===== config.mk =====
export PLATFORM = sky130hd
export DESIGN_NAME = serial_char_rx
export DESIGN_NICKNAME = d
export VERILOG_FILES = /design/src/rtl/srx_pkg.sv /design/src/rtl/srx_sync.sv /design/src/rtl/srx_phase.sv /design/src/rtl/srx_parity.sv /design/src/rtl/srx_framer.sv /design/src/rtl/serial_char_rx.sv
export SDC_FILE = /design/constraint.sdc
export NUM_CORES = 1
export LEC_CHECK = 0
export BUFFER_PORTS_ARGS = -buffer_cell sky130_fd_sc_hd__buf_4
export CAP_MARGIN = 10
export CORE_MARGIN = 2
export CORE_UTILIZATION = 40
export CTS_CLUSTER_SIZE = 24
export DETAILED_ROUTE_END_ITERATION = 10
export SYNTH_ARGS = -nofsm -noshare
export SYNTH_HDL_FRONTEND = slang
export SYNTH_SLANG_ARGS = --single-unit

===== constraint.sdc =====
create_clock -name clk -period 2.2 [get_ports clk]
set_input_delay 0 -clock clk [delete_from_list [all_inputs] [get_ports clk]]
set_output_delay 0 -clock clk [all_outputs]
set_load 0.02 [all_outputs]

===== src/rtl/srx_pkg.sv =====
package srx_pkg;
   localparam int unsigned CHAR_W  = 8;
   localparam int unsigned LEN_MIN = 5;
   localparam int unsigned IDX_W   = $clog2(CHAR_W);

   typedef enum logic [2:0] {
      RX_IDLE,
      RX_START,
      RX_DATA,
      RX_PAR,
      RX_STOP,
      RX_HOLD
   } rx_state_e;

   typedef struct packed {
      logic [1:0] len;
      logic       par_en;
      logic       par_even;
   } line_cfg_t;
endpackage


===== src/rtl/srx_sync.sv =====
module srx_sync #(
   parameter int unsigned STAGES    = 2,
   parameter logic        RESET_VAL = 1'b1
) (
   input  logic clk,
   input  logic rst_n,
   input  logic d,
   output logic q
);
   logic [STAGES-1:0] chain;

   always_ff @(posedge clk or negedge rst_n) begin
      if (!rst_n) chain <= {STAGES{RESET_VAL}};
      else        chain <= {chain[STAGES-2:0], d};
   end

   assign q = chain[STAGES-1];
endmodule


===== src/rtl/srx_phase.sv =====
module srx_phase #(
   parameter int unsigned OS_RATE = 16
) (
   input  logic clk,
   input  logic rst_n,
   input  logic tick,
   input  logic restart,
   input  logic half,
   output logic sample
);
   localparam int unsigned CW = $clog2(OS_RATE);
   localparam logic [CW-1:0] HALF_LAST = CW'(OS_RATE / 2 - 1);
   localparam logic [CW-1:0] FULL_LAST = CW'(OS_RATE - 1);

   logic [CW-1:0] cnt;
   logic [CW-1:0] target;

   assign target = half ? HALF_LAST : FULL_LAST;
   assign sample = tick && !restart && (cnt == target);

   always_ff @(posedge clk or negedge rst_n) begin
      if (!rst_n)              cnt <= '0;
      else if (restart)        cnt <= '0;
      else if (tick) begin
         if (cnt == target)    cnt <= '0;
         else                  cnt <= cnt + 1'b1;
      end
   end
endmodule


===== src/rtl/srx_parity.sv =====
module srx_parity
   import srx_pkg::*;
(
   input  logic [CHAR_W-1:0] data,
   input  logic [1:0]        len,
   input  logic              en,
   input  logic              even,
   input  logic              pbit,
   output logic              bad
);
   logic [CHAR_W-1:0] keep;

   for (genvar i = 0; i < CHAR_W; i++) begin : g_keep
      if (i < LEN_MIN) begin : g_fixed
         assign keep[i] = 1'b1;
      end else begin : g_var
         assign keep[i] = ({30'd0, len} > 32'(i - LEN_MIN));
      end
   end

   assign bad = en & ((^(data & keep)) ^ pbit ^ ~even);
endmodule


===== src/rtl/srx_framer.sv =====
module srx_framer
   import srx_pkg::*;
(
   input  logic              clk,
   input  logic              rst_n,
   input  logic              tick,
   input  logic              rx,
   input  logic              sample,
   input  line_cfg_t         cfg_in,
   input  logic              par_bad,
   output logic              restart,
   output logic              half,
   output line_cfg_t         cfg_q,
   output logic [CHAR_W-1:0] shift_q,
   output logic              pbit_q,
   output logic              char_valid,
   output logic [CHAR_W-1:0] char_data,
   output logic              par_err,
   output logic              frm_err,
   output logic              brk
);
   rx_state_e        state;
   logic [IDX_W-1:0] idx;
   logic [IDX_W-1:0] last_idx;
   logic             zero_run;

   assign restart  = (state == RX_IDLE) && tick && !rx;
   assign half     = (state == RX_START);
   assign last_idx = IDX_W'(LEN_MIN - 1) + IDX_W'(cfg_q.len);

   always_ff @(posedge clk or negedge rst_n) begin
      if (!rst_n) begin
         state      <= RX_IDLE;
         idx        <= '0;
         zero_run   <= 1'b0;
         shift_q    <= '0;
         pbit_q     <= 1'b0;
         cfg_q      <= '0;
         char_valid <= 1'b0;
         char_data  <= '0;
         par_err    <= 1'b0;
         frm_err    <= 1'b0;
         brk        <= 1'b0;
      end else begin
         char_valid <= 1'b0;
         unique case (state)
            RX_IDLE: begin
               if (restart) state <= RX_START;
            end
            RX_START: begin
               if (sample) begin
                  if (!rx) begin
                     state    <= RX_DATA;
                     idx      <= '0;
                     shift_q  <= '0;
                     pbit_q   <= 1'b0;
                     zero_run <= 1'b1;
                     cfg_q    <= cfg_in;
                  end else begin
                     state <= RX_IDLE;
                  end
               end
            end
            RX_DATA: begin
               if (sample) begin
                  shift_q[idx] <= rx;
                  zero_run     <= zero_run & ~rx;
                  if (idx == last_idx) state <= cfg_q.par_en ? RX_PAR : RX_STOP;
                  else                 idx   <= idx + 1'b1;
               end
            end
            RX_PAR: begin
               if (sample) begin
                  pbit_q   <= rx;
                  zero_run <= zero_run & ~rx;
                  state    <= RX_STOP;
               end
            end
            RX_STOP: begin
               if (sample) begin
                  char_valid <= 1'b1;
                  char_data  <= shift_q;
                  par_err    <= par_bad;
                  frm_err    <= ~rx;
                  brk        <= ~rx & zero_run;
                  if (rx) begin
                     state <= RX_IDLE;
                  end else if (zero_run) begin
                     state <= RX_HOLD;
                  end else begin
                     // low stop sample doubles as the next start bit
                     state    <= RX_DATA;
                     idx      <= '0;
                     shift_q  <= '0;
                     pbit_q   <= 1'b0;
                     zero_run <= 1'b1;
                     cfg_q    <= cfg_in;
                  end
               end
            end
            RX_HOLD: begin
               if (tick && rx) state <= RX_IDLE;
            end
            default: state <= RX_IDLE;
         endcase
      end
   end
endmodule


===== src/rtl/serial_char_rx.sv =====
module serial_char_rx
   import srx_pkg::*;
#(
   parameter int unsigned OS_RATE     = 16,
   parameter int unsigned SYNC_STAGES = 2
) (
   input  logic              clk,
   input  logic              rst_n,
   input  logic              os_tick,
   input  logic              rx_in,
   input  logic [1:0]        len_sel,
   input  logic              par_en,
   input  logic              par_even,
   output logic              char_valid,
   output logic [CHAR_W-1:0] char_data,
   output logic              par_err,
   output logic              frm_err,
   output logic              brk_det
);
   initial begin
      assert (OS_RATE >= 4 && (OS_RATE % 2) == 0)
         else $error("serial_char_rx: OS_RATE must be even and at least 4");
      assert (SYNC_STAGES >= 2)
         else $error("serial_char_rx: SYNC_STAGES must be at least 2");
   end

   logic              rx_s;
   logic              restart;
   logic              half;
   logic              sample;
   logic              par_bad;
   logic              pbit_q;
   logic [CHAR_W-1:0] shift_q;
   line_cfg_t         cfg_in;
   line_cfg_t         cfg_q;

   assign cfg_in = '{len: len_sel, par_en: par_en, par_even: par_even};

   srx_sync #(.STAGES(SYNC_STAGES), .RESET_VAL(1'b1)) u_sync (
      .clk(clk), .rst_n(rst_n), .d(rx_in), .q(rx_s)
   );

   srx_phase #(.OS_RATE(OS_RATE)) u_phase (
      .clk(clk), .rst_n(rst_n), .tick(os_tick), .restart(restart),
      .half(half), .sample(sample)
   );

   srx_parity u_parity (
      .data(shift_q), .len(cfg_q.len), .en(cfg_q.par_en),
      .even(cfg_q.par_even), .pbit(pbit_q), .bad(par_bad)
   );

   srx_framer u_framer (
      .clk(clk), .rst_n(rst_n), .tick(os_tick), .rx(rx_s), .sample(sample),
      .cfg_in(cfg_in), .par_bad(par_bad), .restart(restart), .half(half),
      .cfg_q(cfg_q), .shift_q(shift_q), .pbit_q(pbit_q),
      .char_valid(char_valid), .char_data(char_data), .par_err(par_err),
      .frm_err(frm_err), .brk(brk_det)
   );
endmodule


==> results of run 1 <==
==> sequential cells by signal, indices dropped and copies added (netlist names) <==
| signal | count |
|---|---|
| u_phase.cnt | 4 |
| u_framer.brk | 1 |
| u_sync.chain | 2 |
| u_framer.frm_err | 1 |
| u_framer.pbit_q | 1 |
| u_framer.cfg_q | 4 |
| u_framer.zero_run | 1 |
| u_framer.char_data | 8 |
| u_framer.idx | 3 |
| u_framer.par_err | 1 |
| u_framer.shift_q | 8 |
| u_framer.state | 3 |
| u_framer.char_valid | 1 |
==> cells in the mapped netlist (all sizes together) (5+ instances only) <==
cell type,instances
mux2,10
clkbuf,6
o21ai,34
inv,10
xnor2,8
nand2,14
nor2,13
a31oi,7
a21oi,7
dfrtp,36
nand2b,5
buf,5
==> layer usage <==
layer	global-route usage, %	vias to the layer above	part of all wire, %
met4	8.38	0	2.1
met2	23.6	34	44
li1	-	778	-
met5	0	-	0
met1	23.1	765	50
met3	3.08	7	3.6
==> per-stage QoR <==
step	std cells	instance area, um^2	total power (uW)
after global routing	300	2410	1500
after global placement	285	2250	928
after CTS	300	2410	1440
after detailed placement	285	2250	932
final	300	2410	1420
after floorplan	204	2030	873
==> repair_timing <==
action                                 4_1_cts  5_1_grt
buffers inserted                             0        0
endpoints found under the hold margin       42        0
hold buffers                                 7        0
==> worst min path at each step <==
stage,from,end,cells past startpoint
6_report,rst_n,u_framer.zero_run$_DFFE_PN0P_,2
5_1_grt,rst_n,u_framer.zero_run$_DFFE_PN0P_,2
4_1_cts,rst_n,u_framer.char_data[5]$_DFFE_PN0P_,2
3_5_place_dp,rst_n,u_framer.par_err$_DFFE_PN0P_,1
3_3_place_gp,rst_n,u_framer.brk$_DFFE_PN0P_,1
2_1_floorplan,rst_n,u_framer.brk$_DFFE_PN0P_,0
==> layout make-up <==
type / instances / area share, %
repair buffers: 32 / 10.7
flip-flops and latches: 38 / 39.5
inverters: 10 / 1.56
clock buffers: 7 / 3.58
well taps: 67 / 3.47
multi-input cells: 145 / 41.0
clock inverters: 1 / 0.207
==> worst max-delay path, delay by kind of cell, from the launching register on <==
family | cells | cell delay [ns]
multiplexers | 2 | 0.76
AND/OR/NAND/NOR | 2 | 0.67
flip-flops | 1 | 0.41
==> power breakdown <==
group | internal, uW | total, uW | leakage (uW) | switching [uW]
combinational | 73.1 | 158 | 0.000531 | 84.9
clock | 253 | 496 | 0.0000482 | 243
sequential | 734 | 766 | 0.000509 | 32.5
total | 1060 | 1420 | 0.00109 | 361
==> cells by family (layout without fill, tap and decap cells) <==
kind of cell,Yosys count,count (layout),share of synthesized area (%)
adders and majority gates,2,2,1.23
DFF,38,38,46.9
buffers and inverters,21,50,4.37
muxes,11,11,7.39
AOI/OAI and AO/OA,67,67,20.3
xor gates and xnor gates,11,11,4.74
and+or+nand+nor,54,54,15.0
==> results.py, run 1 <==
metrics = {
    "outcome": {
        "run_status": "complete, no violations",
    },
    "routing": {
        "dr_total_vias": 1584,
        "via_per_inst": 5.28,
        "drtPass1Iterations": 4,
        "drtAntennaViolNets": 0,
        "detail_route.wirelength_um": 4130,
        "route.detailed.drc": 0,
        "drt_iter0_drc": 109,
        "drt-wirelength-per-cell_um": 13.8,
    },
    "floorplanning": {
        "fp.coreArea_mm2": 0.00482,
        "die_height_um": 75.3,
        "dieArea_mm2": 0.00567,
        "floorplan.rows": 25,
        "effective_utilization_at_floorplan_pct": 42.2,
        "num_io_pins": 20,
        "fp.dieW_um": 75.3,
    },
    "cts": {
        "ctsResizeCount": 0,
        "worst_path_clk_slew_ns": 0.07,
        "count_of_h_tree_levels_built_during_cts": 2,
        "cts_tree": "yes",
        "numClockSinks": 38,
        "numCtsBuffers": 5,
        "root_buffer": "clkbuf_8",
        "clkLatencyLatePin_ns": 0.29,
        "clockBufferDepth": 2,
    },
    "logic_synthesis": {
        "async_reset_ff_share_pct": 100,
        "synthesis.yosys.warnings": 0,
        "synth_cells": 204,
        "synth-seq-area-share_pct": 46.9,
        "ys_top_cells_by_area": "dfrtp_1, o21ai_0, xnor2_1",
        "ys_types": 45,
        "post-synth-top-area-cell": "dfrtp_1",
        "postSynthRegisterBits": 38,
        "synthDominantCellAreaShare_pct": 44.3,
        "synth-edff-count": 0,
        "avg_synthesized_cell_area_um2": 9.96,
        "most_frequently_used_flop_master_after_synthesis": "dfrtp_1",
        "synth_fp_nets": 214,
        "synth_area_mm2": 0.00203,
    },
    "layout": {
        "final.fill_count": 483,
        "layout-drive-gt1-share_pct": 21.5,
        "finish.utilization_pct": 50.1,
        "seqCellArea_um2": 953,
        "multiInputGateArea_um2": 990,
        "antenna_cells": 0,
        "final_common_cell": "dfrtp_1",
        "net_count_final": 242,
        "area.growth.synth_to_final_pct": 18.8,
        "final_cell_mix": "dfrtp_1, o21ai_0, buf_4",
    },
    "critical_path": {
        "crit_path_max_incr_delay_ns": 0.43,
        "arrival_ns": 2.12,
        "timing.critical_path.required_ns": 2.37,
        "logic_depth_of_the_worst_register_to_register_path": 4,
        "crit_slowest_cell": "mux2i_4",
        "startpoint_type": "register",
        "reg_to_reg_end": "u_framer.cfg_q[2]$_DFFE_PN0P_",
        "worstSetupEndpointType": "register",
        "crit_path_cell_trace": "nor3b_4 > mux2i_4 > and3_1 > mux2_4",
        "largest_fanout_on_the_critical_path": 10,
        "crit_start": "u_framer.state[1]$_DFFE_PN0P_",
        "worst-r2r-setup-slack_ns": 0.25,
        "critical_path.reg2reg.startpoint": "u_framer.state[1]$_DFFE_PN0P_",
        "setup.worst_path.end": "u_framer.cfg_q[2]$_DFFE_PN0P_",
        "critical_path_class": "reg2reg",
    },
    "global_route": {
        "grt_pass1_vias": 1458,
        "grt_use_total_pct": 16.3,
        "grt_overflow_total": 0,
        "number_of_antenna_violations_at_the_first_check_in_global_routing": 0,
        "maximum_number_of_pins_on_one_net_before_global_route_repair": 39,
        "grt_pass1_wl_um": 6970,
    },
    "timing": {
        "fin_worst_skew_ns": 0.00514,
        "max_clock_freq_ghz": 0.513,
        "rsz0062_at_grt": "no",
        "relSlewSlack_pct": 67.0,
        "setup_tns_ns": 0,
        "timing_hold_violations_final": 0,
        "finalWorstPathRequiredPeriod_ns": 1.95,
        "final.period_utilization_pct": 88.7,
        "final.hold.worst_slack_ns": 0.211,
        "timing_max_transition_violations_final": 0,
        "timing.final.ws_setup_ns": 0.249,
        "worstMarginPinSlew_ns": 0.495,
        "count_of_endpoints_failing_setup_in_the_final_report": 0,
    },
    "place": {
        "gp_routability_congestion": 0.817,
        "buffer_ports.inserted": 19,
        "worst_case_setup_slack_after_placement_ns": 0.253,
        "detailedPlacementHpwl_um": 2840,
    },
    "hold_path": {
        "worst_hold_path_type": "in2async",
    },
    "power_and_ir_drop": {
        "worst_ir_drop_vdd_mv": 0.269,
        "p_leak_uw": 0.00109,
        "power-per-cell-area_mw_per_mm2": 589,
    },
    "flow_run": {
        "maxCapViolCount": 0,
    },
}
Power figures use the tool's default switching activity.
==> run 2, diff against run 1 <==
Settings changed: GPL_TIMING_DRIVEN set to 0.
==> results.py, run 2 (same netlist as run 1, synthesis figures left out) <==
metrics = {
    "global_route": {
        "grt_overflow_total": 0,
        "grt_pass1_wl_um": 7490,
        "maximum_number_of_pins_on_one_net_before_global_route_repair": 39,
        "grt_use_total_pct": 17.7,
        "grt_pass1_vias": 1564,
        "number_of_antenna_violations_at_the_first_check_in_global_routing": 0,
    },
    "critical_path": {
        "critical_path_class": "reg2reg",
        "crit_path_cell_trace": "nor3b_4 > mux2i_4 > nand4_4 > buf_2 > mux2_4",
        "crit_path_max_incr_delay_ns": 0.48,
        "path_buf_inv": 1,
        "timing.critical_path.max_delay_family": "multiplexers",
        "largest_fanout_on_the_critical_path": 10,
        "worstSetupEndpointType": "register",
        "critical_path_depth": 5,
        "startpoint_type": "register",
        "logic_depth_of_the_worst_register_to_register_path": 5,
        "crit_slowest_cell": "dfrtp_1",
        "arrival_ns": 2.23,
        "timing.critical_path.required_ns": 2.38,
    },
    "layout": {
        "net_count_final": 249,
        "final_cell_mix": "dfrtp_1, o21ai_0, buf_4",
        "largest_registers": "u_framer.char_data x8, u_framer.shift_q x8",
        "final.fill_count": 467,
        "layout-drive-gt1-share_pct": 22.1,
        "final_common_cell": "dfrtp_1",
        "antenna_cells": 0,
        "area.growth.synth_to_final_pct": 20.0,
    },
    "timing": {
        "final.period_utilization_pct": 93.4,
        "setup_tns_ns": 0,
        "rsz0062_at_grt": "no",
        "finalWorstPathRequiredPeriod_ns": 2.06,
        "timing_max_transition_violations_final": 0,
        "count_of_endpoints_failing_setup_in_the_final_report": 0,
        "max_clock_freq_ghz": 0.486,
        "timing_hold_violations_final": 0,
        "fin_worst_skew_ns": 0.00495,
        "worstMarginPinSlew_ns": 0.498,
        "relSlewSlack_pct": 66.8,
    },
    "outcome": {
        "run_status": "complete, no violations",
    },
    "power_and_ir_drop": {
        "worst_ir_drop_vdd_mv": 0.269,
        "power-per-cell-area_mw_per_mm2": 584,
        "p_leak_uw": 0.00110,
        "intPower_uw": 1050,
        "totalPowerFinal_uw": 1420,
        "sw_frac_of_total_pct": 26.0,
        "power.share.sequential_pct": 54.0,
        "pwr-share-comb_pct": 10.9,
        "net-switching-power_uw": 370,
        "clkPwrFrac_pct": 35.2,
    },
    "place": {
        "gp_routability_congestion": 0.843,
        "detailedPlacementHpwl_um": 2930,
        "buffer_ports.inserted": 18,
    },
    "floorplanning": {
        "fp.dieW_um": 75.3,
        "die_height_um": 75.3,
        "dieArea_mm2": 0.00567,
        "effective_utilization_at_floorplan_pct": 42.2,
        "num_io_pins": 20,
        "fp.coreArea_mm2": 0.00482,
        "floorplan.rows": 25,
    },
    "cts": {
        "ctsResizeCount": 0,
        "numCtsBuffers": 5,
        "clockBufferDepth": 2,
        "cts_tree": "yes",
        "numClockSinks": 38,
        "clkLatencyLatePin_ns": 0.29,
        "count_of_h_tree_levels_built_during_cts": 2,
        "worst_path_clk_slew_ns": 0.08,
        "root_buffer": "clkbuf_8",
    },
    "flow_run": {
        "maxCapViolCount": 0,
    },
    "routing": {
        "drtPass1Iterations": 5,
        "route.detailed.drc": 0,
        "detail_route.wirelength_um": 4440,
        "dr_total_vias": 1602,
        "drt-wirelength-per-cell_um": 14.5,
        "drtAntennaViolNets": 0,
        "drt_iter0_drc": 109,
        "via_per_inst": 5.22,
    },
    "hold_path": {
        "worst_hold_path_type": "in2reg",
        "min_delay_path_depth": 2,
    },
}
[run 2: changes by cell type in the layout (fill, tap and decap cells not counted), sizes merged]
cell         change
dlygate4sd3      -1
buf              +1
clkbuf           +6
mux2i            +1
[run 2: path summary, 6_finish.rpt]
| check | from | end | slack [ns] |
|---|---|---|---|
| max | u_framer.state[2]$_DFFE_PN0P_ | u_framer.char_data[4]$_DFFE_PN0P_ | 0.14 |
| min | os_tick | u_phase.cnt[1]$_DFFE_PN0P_ | 0.08 |
| max reg2reg | u_framer.state[2]$_DFFE_PN0P_ | u_framer.char_data[4]$_DFFE_PN0P_ | 0.14 |
| min reg2reg | u_sync.chain[0]$_DFF_PN1_ | u_sync.chain[1]$_DFF_PN1_ | 0.36 |
| max in group asynchronous | rst_n | u_sync.chain[0]$_DFF_PN1_ | 1.59 |
| min in group asynchronous | rst_n | u_framer.brk$_DFFE_PN0P_ | 0.24 |
[run 2: worst register-to-register path, cell delays in order (launching register included)]
cell     delay (ns)
dfrtp_1        0.48
nor3b_4        0.30
mux2i_4        0.37
nand4_4        0.23
buf_2          0.26
mux2_4         0.30
[run 2: cell type report]
| class | instances | area [um^2] | area share (%) |
|---|---|---|---|
| Tap cell | 67 | 83.8 | 3.44 |
| Sequential cell | 38 | 953 | 39.1 |
| Buffer | 11 | 51.3 | 2.10 |
| Inverter | 10 | 37.5 | 1.54 |
| Multi-Input combinational cell | 146 | 1000 | 41.1 |
| Clock inverter | 1 | 5.00 | 0.205 |
| Timing Repair Buffer | 27 | 218 | 8.93 |
| Clock buffer | 7 | 86.3 | 3.54 |
[run 2: metal layers]
layer	up-vias	part of all wire (%)	track usage [%]
met5	-	0	0
met4	0	2.1	7.21
met3	10	4.1	4.02
met2	35	45	26.7
met1	765	49	24.7
li1	792	-	-
[run 2: metrics by stage]
stage	utilization [%]	hold slack (ns)	std cells	setup WS [ns]	cell area [um^2]
final	50.6	0.0814	307	0.144	2440
after global routing	50.6	0.117	307	0.0225	2440
after CTS	49.9	0.0727	303	0.0931	2400
after detailed placement	46.7	0.00373	289	0.110	2250
after global placement	46.7	0.00314	289	0.116	2250
after floorplan	-	-0.296	204	0.365	2030
[run 2: timing repair]
action / CTS / global route
hold buffers: 6 / 0
endpoints found under the setup margin: 0 / 2
buffers inserted: 0 / 3
hold endpoints to repair: 41 / 0
[run 2: power groups by stage]
stage	logic, uW	clock network, uW	registers, uW
after global routing	180	549	775
after detailed placement	143	0	781
after global placement	141	0	781
after CTS	153	516	768
after floorplan	99.1	0	774
final	155	501	769
==> run 3, diff against run 2 <==
==> constraint.sdc (replaced) <==
create_clock -name clk -period 2.2 [get_ports clk]
set_input_delay 0.66 -clock clk [delete_from_list [all_inputs] [get_ports clk]]
set_output_delay 0.66 -clock clk [all_outputs]
set_load 0.02 [all_outputs]
==> results.py, run 3 (same netlist as run 1, synthesis figures left out) <==
metrics = {
    "critical_path": {
        "timing.critical_path.required_ns": 2.38,
        "arrival_ns": 2.22,
        "worstSetupEndpointType": "register",
        "largest_fanout_on_the_critical_path": 10,
        "critical_path_class": "reg2reg",
        "startpoint_type": "register",
    },
    "timing": {
        "max_clock_freq_ghz": 0.488,
        "finalWorstPathRequiredPeriod_ns": 2.05,
        "worstMarginPinSlew_ns": 0.493,
        "setup_tns_ns": 0,
        "timing_hold_violations_final": 0,
        "timing.final.ws_setup_ns": 0.152,
        "timing_max_transition_violations_final": 0,
        "rsz0062_at_grt": "no",
        "relSlewSlack_pct": 67.1,
        "final.period_utilization_pct": 93.1,
        "count_of_endpoints_failing_setup_in_the_final_report": 0,
        "fin_worst_skew_ns": 0.00467,
    },
    "routing": {
        "route.detailed.drc": 0,
        "length_of_routed_met3_wiring_um": 189,
        "drtAntennaViolNets": 0,
        "route.met2.wl_um": 1890,
        "route.top_layer_used": "met4",
        "wl_met1_um": 2170,
        "detail_route.wirelength_um": 4340,
        "drt_iter0_drc": 134,
        "drt-wirelength-per-cell_um": 14.4,
        "via_per_inst": 5.25,
        "dr_total_vias": 1579,
        "drtPass1Iterations": 5,
    },
    "layout": {
        "antenna_cells": 0,
        "design_area_mm2": 0.00238,
        "largest_registers": "u_framer.char_data x8, u_framer.shift_q x8",
        "net_count_final": 243,
        "layout-drive-gt1-share_pct": 22.6,
        "area.growth.synth_to_final_pct": 17.1,
        "final.fill_count": 473,
        "final_common_cell": "dfrtp_1",
        "final_cell_mix": "dfrtp_1, o21ai_0, buf_4",
    },
    "cts": {
        "ctsResizeCount": 0,
        "numClockSinks": 38,
        "numCtsBuffers": 5,
        "holdBufCountCts": 0,
        "post_cts.repair.setup_buffers": 0,
        "root_buffer": "clkbuf_8",
        "clkLatencyLatePin_ns": 0.29,
        "cts_tree": "yes",
        "count_of_h_tree_levels_built_during_cts": 2,
        "clockBufferDepth": 2,
        "worst_path_clk_slew_ns": 0.08,
    },
    "power_and_ir_drop": {
        "worst_ir_drop_vdd_mv": 0.269,
        "power-per-cell-area_mw_per_mm2": 595,
        "p_leak_uw": 0.00108,
    },
    "floorplanning": {
        "fp.coreArea_mm2": 0.00482,
        "dieArea_mm2": 0.00567,
        "effective_utilization_at_floorplan_pct": 42.2,
        "floorplan.rows": 25,
        "die_height_um": 75.3,
        "fp.dieW_um": 75.3,
        "num_io_pins": 20,
    },
    "place": {
        "detailedPlacementHpwl_um": 2930,
        "buffer_ports.inserted": 18,
        "worst_case_setup_slack_after_placement_ns": 0.0671,
        "gp_routability_congestion": 0.843,
        "placedInstanceArea_mm2": 0.00225,
    },
    "outcome": {
        "run_status": "complete, no violations",
    },
    "hold_path": {
        "worst_hold_path_type": "in2async",
    },
    "global_route": {
        "maximum_number_of_pins_on_one_net_before_global_route_repair": 39,
        "grt_pass1_vias": 1532,
        "number_of_antenna_violations_at_the_first_check_in_global_routing": 0,
        "grt_pass1_wl_um": 7390,
        "grt_use_total_pct": 17.5,
        "grt_overflow_total": 0,
    },
    "flow_run": {
        "maxCapViolCount": 0,
    },
}
[run 3: changes by cell type in the layout (fill, tap and decap cells not counted)]
cell	previous run	this run
dlygate4sd3_1	6	0
[run 3: cell type report]
type / instances / area, um^2 / share of cell area (%)
multi-input combinational: 146 / 1000 / 42.2
sequential: 38 / 953 / 40.1
timing repair buffer: 21 / 158 / 6.63
clock buffer: 7 / 86.3 / 3.63
tap: 67 / 83.8 / 3.52
buffer: 11 / 51.3 / 2.16
inverter: 10 / 37.5 / 1.58
clock inverter: 1 / 5.00 / 0.210
[run 3: worst max-delay path, stage by stage (launching register included)]
cell and delay [ns]:
dfrtp_1 0.48, nor3b_4 0.30, mux2i_4 0.37, nand4_4 0.22, buf_2 0.26, mux2_4 0.30
[run 3: routing by layer]
metal | GRT usage, % | vias up
met5 | 0 | -
met4 | 7.21 | 0
met3 | 4.02 | 9
met2 | 25.9 | 38
met1 | 24.6 | 750
li1 | - | 782
[run 3: power by group]
| part | internal [uW] | switching (uW) |
|---|---|---|
| sequential | 734 | 34.7 |
| combinational | 60.6 | 85.1 |
| clock | 253 | 248 |
| total | 1050 | 367 |
[run 3: per-stage QoR]
step / util [%] / hold slack, ns / instances / power, uW
floorplan: - / 0.345 / 204 / 873
global placement: 46.7 / 0.348 / 289 / 922
detailed placement: 46.7 / 0.349 / 289 / 925
CTS: 48.6 / 0.347 / 297 / 1430
global route: 49.4 / 0.367 / 301 / 1490
finish: 49.4 / 0.334 / 301 / 1410
[run 3: path summary, 6_finish.rpt]
check | start | to | slack [ns] | depth (start not counted)
hold / removal | rst_n | u_framer.brk$_DFFE_PN0P_ | 0.33 | 1
max in group asynchronous | rst_n | u_sync.chain[0]$_DFF_PN1_ | 1.50 | 1
setup reg to reg | u_framer.state[2]$_DFFE_PN0P_ | u_framer.char_data[4]$_DFFE_PN0P_ | 0.15 | 5
min in group clk | u_sync.chain[0]$_DFF_PN1_ | u_sync.chain[1]$_DFF_PN1_ | 0.36 | 0
setup / recovery | u_framer.state[2]$_DFFE_PN0P_ | u_framer.char_data[4]$_DFFE_PN0P_ | 0.15 | 5
hold reg to reg | u_sync.chain[0]$_DFF_PN1_ | u_sync.chain[1]$_DFF_PN1_ | 0.36 | 0
